===== src/rtl/cfg_port_pkg.sv =====
package cfg_port_pkg;
    typedef enum logic [1:0] {
        CK_LOCKED = 2'd0,
        CK_ARMED  = 2'd1,
        CK_OPEN   = 2'd2
    } key_state_t;

    localparam logic PORT_INDEX = 1'b0;
    localparam logic PORT_DATA  = 1'b1;
endpackage


===== src/rtl/cfg_key_fsm.sv =====
module cfg_key_fsm
    import cfg_port_pkg::*;
#(
    parameter int              DW        = 8,
    parameter logic [DW-1:0]   KEY_OPEN  = 8'h87,
    parameter logic [DW-1:0]   KEY_CLOSE = 8'hAA
) (
    input  logic          clk,
    input  logic          rst_n,
    input  logic          idx_wr,
    input  logic [DW-1:0] wdata,
    output logic          is_open
);
    key_state_t state_q, state_d;

    always_ff @(posedge clk) begin
        if (!rst_n) state_q <= CK_LOCKED;
        else        state_q <= state_d;
    end

    always_comb begin
        state_d = state_q;
        unique case (state_q)
            CK_LOCKED: if (idx_wr && wdata == KEY_OPEN) state_d = CK_ARMED;
            CK_ARMED: begin
                if (idx_wr) state_d = (wdata == KEY_OPEN) ? CK_OPEN : CK_LOCKED;
            end
            CK_OPEN:   if (idx_wr && wdata == KEY_CLOSE) state_d = CK_LOCKED;
            default:   state_d = CK_LOCKED;
        endcase
    end

    always_comb begin
        is_open = (state_q == CK_OPEN);
    end


    open_needs_key_chk: assert property (@(posedge clk) disable iff (!rst_n)
        $rose(is_open) |-> $past(idx_wr && wdata == KEY_OPEN && state_q == CK_ARMED));

    close_locks_chk: assert property (@(posedge clk) disable iff (!rst_n)
        (is_open && idx_wr && wdata == KEY_CLOSE) |=> !is_open);

    broken_key_chk: assert property (@(posedge clk) disable iff (!rst_n)
        (state_q == CK_ARMED && idx_wr && wdata != KEY_OPEN) |=> state_q == CK_LOCKED);
endmodule


===== src/rtl/cfg_global_regs.sv =====
module cfg_global_regs #(
    parameter int            DW          = 8,
    parameter logic [DW-1:0] KEY_CLOSE   = 8'hAA,
    parameter logic [2*DW-1:0] CHIP_ID   = 16'h1061,
    parameter logic [DW-1:0] IDX_DEVSEL  = 8'h07,
    parameter logic [DW-1:0] IDX_OPT_A   = 8'h1C,
    parameter logic [DW-1:0] IDX_ID_HI   = 8'h20,
    parameter logic [DW-1:0] IDX_ID_LO   = 8'h21,
    parameter logic [DW-1:0] IDX_OPT_B   = 8'h27,
    parameter logic [DW-1:0] GLOBAL_LIM  = 8'h30
) (
    input  logic          clk,
    input  logic          rst_n,
    input  logic          is_open,
    input  logic          idx_wr,
    input  logic          dat_wr,
    input  logic [DW-1:0] wdata,
    output logic [DW-1:0] index_q,
    output logic [DW-1:0] devsel_q,
    output logic          is_global,
    output logic [DW-1:0] glob_rdata
);
    localparam logic [DW-1:0] ID_HI = CHIP_ID[2*DW-1:DW];
    localparam logic [DW-1:0] ID_LO = CHIP_ID[DW-1:0];

    logic [DW-1:0] opt_a_q, opt_b_q;
    logic          glob_wr;

    assign is_global = (index_q < GLOBAL_LIM);
    assign glob_wr   = is_open && dat_wr && is_global;

    always_ff @(posedge clk) begin
        if (!rst_n) begin
            index_q <= '0;
        end else if (is_open && idx_wr && wdata != KEY_CLOSE) begin
            index_q <= wdata;
        end
    end

    always_ff @(posedge clk) begin
        if (!rst_n) begin
            devsel_q <= '0;
            opt_a_q  <= '0;
            opt_b_q  <= '0;
        end else if (glob_wr) begin
            if (index_q == IDX_DEVSEL) devsel_q <= wdata;
            if (index_q == IDX_OPT_A)  opt_a_q  <= wdata;
            if (index_q == IDX_OPT_B)  opt_b_q  <= wdata;
        end
    end

    always_comb begin
        glob_rdata = '0;
        if (index_q == IDX_DEVSEL) glob_rdata = devsel_q;
        if (index_q == IDX_OPT_A)  glob_rdata = opt_a_q;
        if (index_q == IDX_OPT_B)  glob_rdata = opt_b_q;
        if (index_q == IDX_ID_HI)  glob_rdata = ID_HI;
        if (index_q == IDX_ID_LO)  glob_rdata = ID_LO;
    end


    index_hold_chk: assert property (@(posedge clk) disable iff (!rst_n)
        (!idx_wr) |=> $stable(index_q));

    locked_index_chk: assert property (@(posedge clk) disable iff (!rst_n)
        (!is_open) |=> $stable(index_q) && $stable(devsel_q));
endmodule


===== src/rtl/keyed_cfg_port.sv =====
module keyed_cfg_port
    import cfg_port_pkg::*;
#(
    parameter int              DW          = 8,
    parameter logic [DW-1:0]   KEY_OPEN    = 8'h87,
    parameter logic [DW-1:0]   KEY_CLOSE   = 8'hAA,
    parameter logic [2*DW-1:0] CHIP_ID     = 16'h1061,
    parameter logic [DW-1:0]   GLOBAL_LIM  = 8'h30
) (
    input  logic          clk,
    input  logic          rst_n,
    input  logic          io_wr,
    input  logic          io_rd,
    input  logic          io_addr,
    input  logic [DW-1:0] io_wdata,
    output logic [DW-1:0] io_rdata,
    output logic [DW-1:0] ld_dev,
    output logic [DW-1:0] ld_reg,
    output logic          ld_wr,
    output logic [DW-1:0] ld_wdata,
    output logic          ld_rd,
    input  logic [DW-1:0] ld_rdata
);
    localparam logic [DW-1:0] IDLE_BYTE = '1;

    logic          is_open, is_global;
    logic          idx_wr, dat_wr, dat_rd;
    logic [DW-1:0] index_q, devsel_q, glob_rdata;

    assign idx_wr = io_wr && (io_addr == PORT_INDEX);
    assign dat_wr = io_wr && (io_addr == PORT_DATA);
    assign dat_rd = io_rd && (io_addr == PORT_DATA);

    cfg_key_fsm #(
        .DW(DW), .KEY_OPEN(KEY_OPEN), .KEY_CLOSE(KEY_CLOSE)
    ) u_key (
        .clk(clk), .rst_n(rst_n), .idx_wr(idx_wr), .wdata(io_wdata), .is_open(is_open)
    );

    cfg_global_regs #(
        .DW(DW), .KEY_CLOSE(KEY_CLOSE), .CHIP_ID(CHIP_ID), .GLOBAL_LIM(GLOBAL_LIM)
    ) u_glob (
        .clk(clk), .rst_n(rst_n), .is_open(is_open), .idx_wr(idx_wr),
        .dat_wr(dat_wr), .wdata(io_wdata), .index_q(index_q),
        .devsel_q(devsel_q), .is_global(is_global), .glob_rdata(glob_rdata)
    );

    assign ld_dev   = devsel_q;
    assign ld_reg   = index_q;
    assign ld_wdata = io_wdata;
    assign ld_wr    = is_open && dat_wr && !is_global;
    assign ld_rd    = is_open && dat_rd && !is_global;

    always_comb begin
        if (!is_open)                  io_rdata = IDLE_BYTE;
        else if (io_addr == PORT_INDEX) io_rdata = index_q;
        else if (is_global)            io_rdata = glob_rdata;
        else                           io_rdata = ld_rdata;
    end


    locked_no_strobe_chk: assert property (@(posedge clk) disable iff (!rst_n)
        (!is_open) |-> !ld_wr && !ld_rd);

    global_no_strobe_chk: assert property (@(posedge clk) disable iff (!rst_n)
        (ld_wr || ld_rd) |-> ld_reg >= GLOBAL_LIM);

    strobe_exclusive_chk: assert property (@(posedge clk) disable iff (!rst_n)
        $countones({ld_wr, ld_rd}) <= 1 || (io_wr && io_rd));
endmodule


===== config.mk =====
export PLATFORM = sky130hd
export DESIGN_NAME = keyed_cfg_port
export DESIGN_NICKNAME = d
export VERILOG_FILES = /design/src/rtl/cfg_port_pkg.sv /design/src/rtl/cfg_key_fsm.sv /design/src/rtl/cfg_global_regs.sv /design/src/rtl/keyed_cfg_port.sv
export SDC_FILE = /design/constraint.sdc
export NUM_CORES = 1
export LEC_CHECK = 0
export ABC_AREA = 0
export ABC_CLOCK_PERIOD_IN_PS = 2600
export BUFFER_PORTS_ARGS = -buffer_cell sky130_fd_sc_hd__buf_2
export CORE_MARGIN = 2
export CORE_UTILIZATION = 52
export CTS_CLUSTER_SIZE = 14
export DETAILED_ROUTE_END_ITERATION = 16
export GPL_ROUTABILITY_DRIVEN = 0
export PLACE_DENSITY_LB_ADDON = 0.12
export SYNTH_ARGS = -nofsm -noshare
export SYNTH_HDL_FRONTEND = slang
export SYNTH_SLANG_ARGS = --single-unit

===== constraint.sdc =====
create_clock -name clk -period 2.6 [get_ports clk]
set_clock_uncertainty 0.05 [all_clocks]
set_input_delay 0.26 -clock clk [delete_from_list [all_inputs] [get_ports clk]]
set_output_delay 0.26 -clock clk [all_outputs]
set_load 0.1 [all_outputs]

==> results of run 1 <==
## layout by cell type, fill, tap and decap left out, types with 2 or more instances in the layout
cell      netlist  routed
nand2_1         2       2
nor3_1          6       3
mux2i_1        32      32
nor2b_1        31      31
a221oi_1        3       3
nor2_1          9       8
o21ai_4         0       2
nand4b_1        2       2
dfxtp_1        34      26
nor3_2          0       3
buf_12          0       4
dfxtp_4         0       8
or4_4           1       2
o21a_1          4       4
o221ai_1        6       5
clkbuf_8        0       5
and3_1          2       2
nand3_1         3       3
o21ai_0         7       2
o22a_1          4       4
o21ai_2         0       3
nand2b_1        4       4
buf_4           8       9
or3_1           2       2
a21oi_1         9       9
buf_2           1      46
a211oi_1        3       2
nor4bb_1        3       3
inv_1           2       2
o211ai_1        2       2
## where the power goes
group / internal, mW / switching, mW
Combinational: 0.0279 / 0.0819
Sequential: 0.512 / 0.0000143
Clock: 0.184 / 0.192
Total: 0.724 / 0.274
## metrics by stage
stage	utilization [%]	instances	power, mW
finish	67.84	306	0.9979
global route	67.84	306	1.039
CTS	67.57	306	1.007
detailed placement	64.97	298	0.6333
global placement	64.97	298	0.6332
floorplan	-	213	0.6043
## logic make-up (layout without fill, tap and decap cells)
group | count (synthesis) | after routing | share of synthesized area, %
flip-flops | 34 | 34 | 34.63
AO/OA/AOI/OAI | 44 | 44 | 16.23
buffers and inverters | 25 | 70 | 7.129
multiplexers | 32 | 32 | 16.30
AND/OR/NAND/NOR | 77 | 77 | 25.27
XOR/XNOR | 1 | 1 | 0.4457
## repair_timing
action / in CTS / in global routing
resized for setup: 4 / 3
pin swaps: 0 / 0
endpoints found under the setup margin: 4 / 8
## layout make-up
cell class	count	area (sq um)
multi-input combinational	154	1239
fill	329	1177
sequential	34	710.7
timing repair buffer	60	385.4
clock buffer	6	72.57
tap	48	60.06
clock inverter	2	8.758
inverter	2	7.507
## how the worst min path moves through the flow
stage | start | endpoint | slack [ps] | depth (start not counted)
floorplan | rst_n | u_glob.opt_b_q[1] | 340 | 1
global placement | u_glob.opt_a_q[4] | u_glob.opt_a_q[4] | 450 | 2
detailed placement | u_glob.opt_a_q[2] | u_glob.opt_a_q[2] | 460 | 2
CTS | io_wdata[2] | u_glob.index_q[2] | 210 | 3
global route | io_wdata[2] | u_glob.index_q[2] | 240 | 3
finish | io_wdata[2] | u_glob.index_q[2] | 220 | 3
## critical path, stage by stage (launching register included)
cell and delay (ps):
dfxtp_4 380, or4_4 630, or2_4 320, o221ai_1 280, o21ai_4 110, buf_12 170
## sequential cells by signal (all words and copies together) (netlist names)
signal,flops
u_key.state_q,2
u_glob.opt_b_q,8
u_glob.index_q,8
u_glob.devsel_q,8
u_glob.opt_a_q,8
## routing by layer
metal  track usage, %  wire (um)  vias up
met5                0          0        -
met4            9.115         84        0
met3            7.363        388       10
met2            41.58       2507       73
met1            38.73       2404      852
li1                 -          -      857
==> results.txt, run 1 <==
- The run finished with clean final reports.
- The die is 65.48 um tall.
- Across the run, the number of max-cap violations was 0.
- TritonCTS built the clock tree.
* Most common cell in the netlist: dfxtp_1
* Number of buffers inserted by post-CTS setup repair: 0
- The pre-antenna-repair detailed-routing pass consisted of 4 iterations.
- Summing every instance area after synthesis gives 1966 sq um.
- Average wire per standard cell: 17.59 um
* Period utilisation layout: 96.21%
- The share of the Yosys chip area taken by registers is 34.63%.
* Setup Slack @ Placement: 289.7 ps
* R2R Setup Slk: 300 ps
* Global Route Usage Sum: 27.74%
- Number of hold-slack violations in the final timing report: 0
* Summed area of non-filler cells in the final layout: 2484 sq um
* Fraction of registers with async set/reset: 0%
* Signed area change from the synthesized netlist to the final layout: 26.35%
- Max Fclk: 0.3998 GHz
- The post-route netlist has 36.43% of its cells at a drive strength greater than 1.
- DIE AREA: 4288 sq um
- Clk pin slew, worst setup/hold paths: 70 ps
- In this run the worst setup path begins at u_glob.index_q[6].
- Class of the most critical setup path: reg2out
- A synthesized cell averages 9.228 sq um.
- Cell area after placement: 2379 sq um
- H-tree depth reported by CTS: 2
- Timing endpoint of the critical path: io_rdata[5]
- For this run, the number of Yosys warnings is 0.
* Detailed Route WL: 5384 um
- Normalized max-slew margin: 41.95%
- After the last flow step, the layout net total stands at 278.
- Setup repair after global routing left no endpoint under its margin.
* Flop and latch count out of synthesis: 34
* Area of the core: 3661 sq um
- Worst hold slack: 217.3 ps
- Data arrival time at the worst-slack endpoint: 2190 ps
- Via count of the first global-routing pass: 1634
- Worst vdd rail ir drop: 406.5 uV
- Startpoint of the worst register-to-register path: u_glob.index_q[6]
- In this run the worst path has a maximum fanout of 9.
- 0 antenna diodes ended up in the layout.
* Number of buffers added by the clock tree synthesis step: 5
- Sorting the synthesized cells by area gives the leading types as dfxtp_1, mux2i_1, nor2b_1.
- Minimum period implied by the final worst setup slack: 2501 ps
- Root Buffer Master: clkbuf_8
- Type of destination of the critical path: output port
- The longest clock path from root to sink contains 2 buffers.
- Critical path data required time: 2290 ps
- Die width: 65.48 um
- The wire-length estimate of the detail-placed layout is 3870 um.
- The min-delay analysis places its worst path in the category in2reg.
* Power per Cell Area: 401.8 nW/um^2
- The number of different library cells used by synthesis comes to 42.
- Counting every sink on the clock net gives 34.
* Iteration-0 DRC count of the detailed router: 94
- Entering global routing, the biggest net connects 35 pins.
- Via Count: 1792
- Clock insertion delay at the later pin of the skew report: 300 ps
* Gate count after technology mapping: 213
- The number of nets handed over by synthesis was 234.
- P_leak: 1.033 nW
- Remaining antenna violation count after routing: 0
- The initial utilization of the core area, before any placement, comes to 53.69%.
- Fraction of synthesized cell area taken by the top area cell type: 34.63%
- Number of standard-cell rows in the floorplan: 22
- The initial antenna violation count is 0.
* IO Port Bufs: 54
* Worst Reg-to-Reg Cells: 4
* Top cells by instance count after synthesis: dfxtp_1, mux2i_1, nor2b_1
- Setup violation total in the final timing report: 0
* GRT overflow: 0
- Element type at the critical path start: flop
- Count of unresolved DRC violations after routing: 0
* Worst setup margin: 98.61 ps
- Post-Route Setup TNS: 0 ps
- Flip-flop cell with the highest count after synthesis: dfxtp_1
* Number of enable flip-flop cells after synthesis: 0
- Post-detailed-route via-to-cell ratio: 5.856
* Hold_buf cts: 0
- Largest area contributor in the netlist: dfxtp_1
* Transition time at the pin with the least slew margin: 869.2 ps
* Destination of the worst register-to-register timing path: u_glob.opt_b_q[5]
* First-pass GRT wire length: 8763 um
* Count of final max-slew check failures: 0
- During I/O placement, the number of pins put on the boundary was 55.
No activity file was read; power rests on OpenSTA's default activity.
==> run 2, diff against run 1 <==
--- a/config.mk
+++ b/config.mk
@@ -13,6 +13,7 @@
 export CTS_CLUSTER_SIZE = 14
 export DETAILED_ROUTE_END_ITERATION = 16
 export GPL_ROUTABILITY_DRIVEN = 0
+export MAX_ROUTING_LAYER = met4
 export PLACE_DENSITY_LB_ADDON = 0.12
 export SYNTH_ARGS = -nofsm -noshare
 export SYNTH_HDL_FRONTEND = slang
==> results.txt, run 2 (synthesized netlist as in run 1, its figures left out) <==
* Wire length the detailed router placed on met1: 2413 um (+0.37%)
- Crit-path leading delay family: simple AND/OR/NAND/NOR gates
* Commonest non-fill, non-tap cell in the layout: buf_2
- The tightest slew margin relative to the limit is 42.50% (+0.55 points).
* Max Fclk: 0.4002 GHz (+0.12%)
* H-tree depth reported by CTS: 2 (unchanged)
* Uppermost routed layer: met4
* Class of the tightest hold or removal check: in2reg
- Setup repair after global routing left no endpoint under its margin.
- The initial detailed-routing violation count is 112 (+19%).
- DIE AREA: 4288 sq um (unchanged)
- Filler cells: 329 (unchanged)
- The boundary pin count was 55 (unchanged).
* Max Fanout on Critical Path: 9 (unchanged)
- Data arrival time at the worst-slack endpoint: 2190 ps (about the same)
- Cells after DPL: 298 (unchanged)
* Design Power: 998.1 uW (about the same)
* Class of the most critical setup path: reg2out
- Count of unresolved DRC violations after routing: 0 (unchanged)
* TritonCTS clock tree: done
* Worst setup margin: 101.6 ps (+2.951 ps)
* Detailed Route WL: 5385 um (about the same)
* Pin count of the biggest net entering global routing: 35 (unchanged)
- The antenna diode count is 0 (unchanged).
- Crit-path cells: or4_4, or2_4, o221ai_1, o211ai_1, buf_4
* Largest incremental delay on the critical path: 630 ps (about the same)
- The hold violation total from the final report came to 0 (unchanged).
- Signed area change from the synthesized netlist to the final layout: 26.35% (unchanged)
- The post-route worst hold slack was 221.9 ps (+4.591 ps).
* Worst Reg-to-Reg Cells: 4 (unchanged)
- The leakage power came to 1.033 nW (unchanged).
- CTS Buffer Depth: 2 (unchanged)
* First-pass GRT wire length: 8763 um (unchanged)
- Remaining antenna violation count after routing: 0 (unchanged)
- The x dimension of the die came to 65.48 um (unchanged).
* Via count of the first global-routing pass: 1630 (-0.24%)
- Area of the core: 3661 sq um (unchanged)
- Setup Slack @ Placement: 289.7 ps (unchanged)
- GRT overflow: 0 (unchanged)
- The clock sink count was 34 (unchanged).
- The vias after detailed routing is 1788 (-0.22%).
* Element type at the critical path start: flop
* Initial core utilization: 53.69% (unchanged)
- The power per cell area was 401.9 nW/um^2 (about the same).
- Final instance count without filler cells: 306 (unchanged)
- The average wire length per cell after detail routing was 17.60 um (about the same).
- The height of the chip came to 65.48 um (unchanged).
- The run finished with clean final reports.
- The number of nets in the layout is 278 (unchanged).
* Number of buffers inserted by post-CTS setup repair: 0 (unchanged)
- The total count of max-transition violations in the final report is 0 (unchanged).
* Buffers and inverters on the worst path: 1 (unchanged)
* Hold_buf cts: 0 (unchanged)
- The count of cells resized by post-cts repair is 4 (unchanged).
- The slew at the pin closest to its max-slew limit was 860.9 ps (-8.241 ps).
* Ratio of cells with drive above 1 in the final layout: 36.43% (unchanged)
- The routed length on met2 came to 2487 um (-0.80%).
- The global-route usage over all layers came to 28.52% (+0.78 points).
- Met3 wirelength from detailed routing: 366 um (-5.7%)
* Critical path data required time: 2290 ps (about the same)
* Setup violation total in the final timing report: 0 (unchanged)
- Minimum period implied by the final worst setup slack: 2498 ps (-2.951 ps)
- Number of buffers added by the clock tree synthesis step: 5 (unchanged)
- The slowest stage of the critical path belongs to the cell or4_4.
- The worst vdd rail ir drop came to 409.5 uV (+0.74%).
- Hpwl dp: 3870 um (unchanged)
* IO Port Bufs: 54 (unchanged)
* Worst hold path stage count: 3 (unchanged)
* Root Buffer Master: clkbuf_8
* Number of standard-cell rows in the floorplan: 22 (unchanged)
* Period utilisation layout: 96.09% (-0.11 points)
* Logic depth of the worst setup path including buffers: 5 (unchanged)
- In the layout the commonest cells are buf_2, mux2i_1, nor2b_1, dfxtp_1.
* Clk pin slew, worst setup/hold paths: 70 ps (about the same)
- Type of destination of the critical path: output port
* Maxcap violations: 0 (unchanged)
- First drt pass iteration count: 4 (unchanged)
- Post-detailed-route via-to-cell ratio: 5.843 (-0.22%)
- Antenna violations before repair: 0 (unchanged)
* Clock insertion delay at the later pin of the skew report: 300 ps (about the same)
==> run 2: cell counts in the layout (fill, tap and decap cells not counted) <==
Identical to the previous run, type by type.
==> run 2: routing by layer <==
metal | vias to the layer above | track usage [%]
met3 | 12 | 7.363
met5 | - | -
met4 | 0 | 9.115
li1 | 859 | -
met2 | 67 | 41.84
met1 | 850 | 38.62
==> run 2: path summary, 6_finish.rpt <==
check,from,to,slack [ps]
setup / recovery,u_glob.index_q[6],io_rdata[1],100
hold reg to reg,u_glob.opt_a_q[2],u_glob.opt_a_q[2],480
setup reg to reg,u_glob.index_q[6],u_glob.opt_b_q[5],300
hold / removal,io_wdata[2],u_glob.index_q[2],220
==> run 2: final cells by class <==
| class | count | area [sq um] | area share [%] |
|---|---|---|---|
| Clock buffer | 6 | 72.57 | 2.922 |
| Clock inverter | 2 | 8.758 | 0.3526 |
| Inverter | 2 | 7.507 | 0.3023 |
| Multi-Input combinational cell | 154 | 1239 | 49.87 |
| Sequential cell | 34 | 710.7 | 28.61 |
| Tap cell | 48 | 60.06 | 2.418 |
| Timing Repair Buffer | 60 | 385.4 | 15.52 |
==> run 2: tightest hold or removal path: stages <==
cell,delay [ps]
buf_2,140
nand2_1,60
a21boi_0,60
==> run 2: metrics by stage <==
stage | util, % | TNS [ps] | instance area [sq um]
global route | 67.84 | 0 | 2484
floorplan | - | -1334 | 2092
finish | 67.84 | 0 | 2484
detailed placement | 64.97 | 0 | 2379
CTS | 67.57 | -1.138 | 2474
global placement | 64.97 | 0 | 2379
==> run 2: where the power goes <==
group | internal [mW] | switching [mW] | total [mW] | leakage, nW
clock network | 0.184 | 0.192 | 0.376 | 0.0426
logic | 0.0279 | 0.0819 | 0.110 | 0.710
registers | 0.512 | 0.0000144 | 0.512 | 0.280
total | 0.724 | 0.274 | 0.998 | 1.03
